==> src/rtl/sro_pkg.sv <==
package sro_pkg;

    typedef enum logic [2:0] {
        OP_SHL  = 3'd0,
        OP_SHR  = 3'd1,
        OP_ROL  = 3'd2,
        OP_ROR  = 3'd3,
        OP_ASR  = 3'd4,
        OP_SWAP = 3'd5,
        OP_RSV6 = 3'd6,
        OP_RSV7 = 3'd7
    } sro_op_e;

    localparam int NFLAG = 5;
    localparam int FC    = 0;
    localparam int FZ    = 1;
    localparam int FN    = 2;
    localparam int FV    = 3;
    localparam int FS    = 4;

    typedef struct packed {
        logic s;
        logic v;
        logic n;
        logic z;
        logic c;
    } sro_flags_t;

    // Shifts and rotates take the whole arithmetic flag set.
    function automatic logic op_writes_flags(sro_op_e op);
        return (op == OP_SHL) || (op == OP_SHR) || (op == OP_ROL) ||
               (op == OP_ROR) || (op == OP_ASR);
    endfunction

    function automatic logic op_moves_left(sro_op_e op);
        return (op == OP_SHL) || (op == OP_ROL);
    endfunction

    function automatic logic op_moves_right(sro_op_e op);
        return (op == OP_SHR) || (op == OP_ROR) || (op == OP_ASR);
    endfunction

endpackage

==> src/rtl/sro_shift_core.sv <==
module sro_shift_core
    import sro_pkg::*;
#(
    parameter int W = 8
) (
    input  sro_op_e        op,
    input  logic [W-1:0]   a,
    input  logic           cin,
    output logic [W-1:0]   res,
    output logic           cout
);
    localparam int H = W / 2;

    logic         fill_lo;
    logic         fill_hi;
    logic [W-1:0] up_q;
    logic [W-1:0] dn_q;
    logic [W-1:0] sw_q;

    assign fill_lo = (op == OP_ROL) & cin;

    always_comb begin
        case (op)
            OP_ROR:  fill_hi = cin;
            OP_ASR:  fill_hi = a[W-1];
            default: fill_hi = 1'b0;
        endcase
    end

    for (genvar i = 0; i < W; i++) begin : g_bit
        if (i == 0) begin : g_lo_edge
            assign up_q[i] = fill_lo;
        end else begin : g_lo_mid
            assign up_q[i] = a[i-1];
        end
        if (i == W - 1) begin : g_hi_edge
            assign dn_q[i] = fill_hi;
        end else begin : g_hi_mid
            assign dn_q[i] = a[i+1];
        end
        assign sw_q[i] = a[(i + H) % W];
    end

    always_comb begin
        if (op_moves_left(op)) begin
            res  = up_q;
            cout = a[W-1];
        end else if (op_moves_right(op)) begin
            res  = dn_q;
            cout = a[0];
        end else if (op == OP_SWAP) begin
            res  = sw_q;
            cout = 1'b0;
        end else begin
            res  = a;
            cout = 1'b0;
        end
    end

    always_comb begin
        if (op == OP_ROL) begin
            a_r3_rol_carry_in : assert (res[0] == cin);
        end
        if (op == OP_ROR) begin
            a_r4_ror_carry_in : assert (res[W-1] == cin);
        end
        if (op == OP_ASR) begin
            a_r5_asr_keeps_msb : assert (res[W-1] == a[W-1]);
        end
    end

endmodule

==> src/rtl/sro_flag_gen.sv <==
module sro_flag_gen
    import sro_pkg::*;
#(
    parameter int W = 8
) (
    input  logic [W-1:0] res,
    input  logic         cout,
    output sro_flags_t   flags
);
    always_comb begin
        flags.c = cout;
        flags.n = res[W-1];
        flags.z = ~|res;
        flags.v = flags.n ^ flags.c;
        flags.s = flags.n ^ flags.v;
    end

endmodule

==> src/rtl/sro_mask_dec.sv <==
module sro_mask_dec
    import sro_pkg::*;
(
    input  sro_op_e    op,
    output sro_flags_t we
);
    logic all_on;

    assign all_on = op_writes_flags(op);

    always_comb begin
        we.c = all_on;
        we.z = all_on;
        we.n = all_on;
        we.v = all_on;
        // Sign is written together with overflow.
        we.s = we.v;
    end

endmodule

==> src/rtl/sro_unit.sv <==
module sro_unit
    import sro_pkg::*;
#(
    parameter int W = 8
) (
    input  logic [2:0]       op_i,
    input  logic [W-1:0]     opnd_i,
    input  logic             cin_i,
    output logic [W-1:0]     res_o,
    output logic [NFLAG-1:0] flag_o,
    output logic [NFLAG-1:0] flag_we_o
);
    sro_op_e      op;
    logic [W-1:0] res_w;
    logic         cout_w;
    sro_flags_t   raw_flags;
    sro_flags_t   we_w;

    assign op = sro_op_e'(op_i);

    sro_shift_core #(.W(W)) u_core (
        .op   (op),
        .a    (opnd_i),
        .cin  (cin_i),
        .res  (res_w),
        .cout (cout_w)
    );

    sro_flag_gen #(.W(W)) u_flags (
        .res   (res_w),
        .cout  (cout_w),
        .flags (raw_flags)
    );

    sro_mask_dec u_mask (
        .op (op),
        .we (we_w)
    );

    assign res_o     = res_w;
    assign flag_we_o = we_w;
    assign flag_o    = raw_flags & we_w;

    always_comb begin
        if (op == OP_SWAP) begin
            a_r6_swap_no_flags : assert (flag_we_o == '0);
        end
        if (flag_we_o[FZ]) begin
            a_r7_zero_matches : assert (flag_o[FZ] == (res_o == '0));
        end
        if (flag_we_o[FV]) begin
            a_r8_overflow_rule : assert (flag_o[FV] == (flag_o[FN] ^ flag_o[FC]));
            a_r8_sign_rule : assert (flag_o[FS] == (flag_o[FN] ^ flag_o[FV]));
        end
        a_r11_masked_zero : assert ((flag_o & ~flag_we_o) == '0);
        if (op_i[2:1] == 2'b11) begin
            a_r10_pass_through : assert (res_o == opnd_i);
        end
    end

endmodule

==> config.mk <==
export PLATFORM = sky130hd
export DESIGN_NAME = sro_unit
export DESIGN_NICKNAME = d
export VERILOG_FILES = /design/src/rtl/sro_pkg.sv /design/src/rtl/sro_shift_core.sv /design/src/rtl/sro_flag_gen.sv /design/src/rtl/sro_mask_dec.sv /design/src/rtl/sro_unit.sv
export SDC_FILE = /design/constraint.sdc
export NUM_CORES = 1
export LEC_CHECK = 0
export CAP_MARGIN = 10
export CORE_AREA = 2 2 39 41
export DETAILED_ROUTE_END_ITERATION = 6
export DIE_AREA = 0 0 41 43
export PLACE_DENSITY = 0.82
export SLEW_MARGIN = 20
export SYNTH_ARGS = -nofsm -noshare
export SYNTH_HDL_FRONTEND = slang
export SYNTH_HIERARCHICAL = 1
export SYNTH_SLANG_ARGS = --single-unit
export TNS_END_PERCENT = 20
==> constraint.sdc <==
create_clock -name vclk -period 6.6
set_clock_uncertainty 0.05 [all_clocks]
set_input_delay 1.98 -clock vclk [all_inputs]
set_output_delay 1.98 -clock vclk [all_outputs]
set_load 0.05 [all_outputs]
=== Word-level counts from Yosys, hierarchy flattened ===
Index checks and enable logic that the tools add are counted.

* Register bits after elaboration: 0
* Bits in latches: 0
* RAM bits: 0
* ROM bits: 0
* Output and inout port bits: 18
* Logic and storage cells: 25
* Memories kept: 0

* $add $sub $neg: 0
* Multiply operators: 0
* Div/mod/pow operators: 0
* Magnitude comparators: 0
* Eq/ne operators: 5
* Shift operators: 0
* Multiplexer cells: 6
* Bitwise operators: 4
* Reductions and logical operators: 10

{| class="wikitable"
|+ Operator list
! operator !! count
|-
| two-way mux 8 bit || 3
|-
| OR reduction 8 bit || 1
|-
| logical OR 1 bit || 7
|-
| equality test 3 x 2 -> 1 bit, second input constant || 2
|-
| equality test 3 bit, second input constant || 2
|-
| AND 5 bit || 1
|-
| equality test 3 x 1 -> 1 bit, second input constant || 1
|-
| zero test 3 bit || 1
|-
| two-way mux 1 bit || 2
|-
| one-hot mux 1 bit (2 select lines) || 1
|-
| XOR 1 bit || 2
|-
| AND 1 bit || 1
|-
| zero test 1 bit || 1
|}

=== Depth between registers and ports, before layout ===
* Depth in word-level cells: 8
* Depth in mapped cells: 8
* Mapped depth without buffers: 6

=== Modules after synthesis ===
The synthesis kept the hierarchy.

{| class="wikitable"
|+ Modules (own cells, without submodules)
! module !! times used !! cells an instance !! area an instance (µm²) !! sequential area each (µm²)
|-
| sro_shift_core || 1 || 53 || 377.9 || 0.0
|-
| sro_flag_gen || 1 || 7 || 46.3 || 0.0
|-
| sro_mask_dec || 1 || 6 || 42.5 || 0.0
|-
| sro_unit || 1 || 5 || 31.3 || 0.0
|}

=== Least setup slack after synthesis ===
Ideal clock, no wire load.

* Path kind: in2out
* Start: input op_i[0]
* End: output flag_o[1]
* Arrival time: 3.955 ns
* Required time: 4.570 ns
* Setup slack: 0.615 ns
* Stages on the path: 8
* Path buffers: 2
* Cells stage by stage: buf_6 buf_6 and3b_2 a21oi_1 o22ai_1 or4_1 nor2_1 and2_1

{| class="wikitable"
|+ RTL lines
! element !! RTL line !! source
|-
| from (decl) || sro_unit.sv:6 || <nowiki>input logic [2:0] op_i,</nowiki>
|-
| to (decl) || sro_unit.sv:10 || <nowiki>output logic [NFLAG-1:0] flag_o,</nowiki>
|}

==> results.json <==
{
  "fillers": 136,
  "ys_seq_area_share_pct": 0,
  "antenna_found_initial": 0,
  "layout.nets": 102,
  "regArea_um2": 0,
  "pin_count": 30,
  "path_class": "primary input to primary output",
  "post_drt_via_cell_ratio": 5.538,
  "syn_area_um2": 498.0,
  "min_path_type": "primary input to primary output",
  "p_per_area_nw_per_um2": 126.1,
  "fmax_ghz": 0.1612,
  "yosys.area.top_type_share_pct": 15.08,
  "fin_cells": 104,
  "fin_crit_sh_pct": 94.01,
  "initial_core_util_pct": 35.99,
  "drive_gt1_share_pct": 27.27,
  "synth_top_cells_by_count": "buf_4, o21ai_0, a211oi_1, nor2b_1, o22ai_1",
  "first_pass_iters": 4,
  "crit_buf_inv": 3,
  "outcome": "completed",
  "wl_met1_um": 578,
  "slew_headroom_pct": 64.32,
  "cts_resized": 0,
  "cts_hold_buf": 0,
  "maxSlewViolCount": 0,
  "critPathLaunchType": "primary input",
  "crit_chain": "clkdlybuf4s50_1 > buf_4 > nor3b_1 > a221oi_2 > o32a_1 > or4_1 > nor2_1 > and2_1 > buf_12",
  "post-place-cells": 104,
  "dieArea_um2": 1763,
  "die_x_um": 41,
  "grt_pass1_vias": 514,
  "path_max_fanout": 28,
  "antenna_cells": 0,
  "drv_cap": 0,
  "critPathMaxStageDelay_ns": 0.52,
  "finalSetupTns_ns": 0,
  "core_area_um2": 1384,
  "post-synth-top-count-cell": "buf_4",
  "synthToLayoutAreaGrowth_pct": 41.46,
  "finalCriticalPeriod_ns": 6.205,
  "grt.overflow.total": 0,
  "port_buffers": 30,
  "rsz0062_at_grt": "no",
  "syn_inst": 71,
  "final_cell_area_um2": 704.4,
  "rows": 14,
  "place_area_um2": 704.4,
  "final_hold_viol_count": 0,
  "setup_viol": 0,
  "wl_per_cell_um": 12.70,
  "wl_met3_um": 86,
  "slowest_stage": "or4_1",
  "nFlopsAndLatches": 0,
  "grt_max_degree": 29,
  "syn_area_per_cell_um2": 7.014,
  "dr_wl_met2_um": 656,
  "synth_nets": 83,
  "yosys.area.top_type": "buf_4",
  "required_ns": 4.57,
  "gp_congestion": 0.8374,
  "critPathCaptureType": "primary output",
  "wirelength_mm": 1.321,
  "drc": 0,
  "p_leak_nw": 0.2811,
  "critPathTopFamily": "simple AND/OR/NAND/NOR gates",
  "grt_pass1_wl_mm": 2.049,
  "grt_use_total_pct": 15.58,
  "synth_cell_type_count": 26,
  "vdd.ir_drop.worst_mv": 0.05601,
  "top_layer_used": "met3",
  "nClkBuffers": 0,
  "post_cts_buffers": 0,
  "multiInputGateArea_um2": 364.1,
  "detail-route-antenna-nets": 0,
  "worst_pin_slew_ns": 0.5317,
  "synth_area_leaders": "buf_4, a211oi_1, buf_6",
  "dp_hpwl_mm": 1.028,
  "worst_ep_arrival_time_ns": 4.17,
  "drtIter0Drc": 6,
  "vias": 576,
  "dieHeight_um": 43,
  "ys_warn_count": 6
}
## power breakdown
| group | leakage [nW] | total (mW) | switching (mW) | internal [mW] |
|---|---|---|---|---|
| registers | 0 | 0 | 0 | 0 |
| logic | 0.281 | 0.0888 | 0.0557 | 0.0331 |
| clock network | 0 | 0 | 0 | 0 |
## worst min-delay path: cells and delay by family
kind	cells	cell delay, ns
compound gates	1	0.09
buf+inv	2	0.64
simple gates	1	0.09
## per-layer routing
layer	GRT usage, %	up-vias
met4	0.6667	0
li1	-	293
met1	19.94	266
met2	28.44	17
met3	0.5236	0
met5	0	-
## area by class of cell
class              instances  area share, %
inverters                  2          1.421
repair buffers            32          44.05
multi-input cells         54          51.69
well taps                 16          2.842
## path summary, 6_finish.rpt
kind	slack (ns)	start	to	cells after the start
worst min-delay path	4.74	opnd_i[2]	res_o[2]	4
worst max-delay path	0.40	op_i[0]	flag_o[1]	9
## placed cells by master (no fill, tap or decap), drive strengths merged, types with 2 or more instances in the layout
master	instances
inv	2
o21ai	8
nor2b	6
a31oi	2
a21oi	4
nand2	3
or4	2
mux2i	2
a211oi	6
clkdlybuf4s50	13
o22ai	6
and2	5
buf	19
## cell families (layout without fill, tap and decap cells)
family | Yosys count | after routing | share of synthesized area (%)
mux | 3 | 3 | 6.281
xor+xnor | 1 | 1 | 1.759
compound gates | 29 | 29 | 38.19
simple gates | 21 | 21 | 26.88
buf+inv | 17 | 34 | 26.88
## metrics by stage
step	setup slack [ns]	total power, mW	util [%]	hold WS (ns)
after floorplan	0.6150	0.06402	-	4.197
after CTS	0.3892	0.08911	50.90	4.737
after global routing	0.2689	0.09372	50.90	4.792
after global placement	0.4171	0.08829	50.90	4.759
final	0.3954	0.08881	50.90	4.737
after detailed placement	0.3995	0.08893	50.90	4.735
Note: power is estimated with default switching activity, not from simulation.
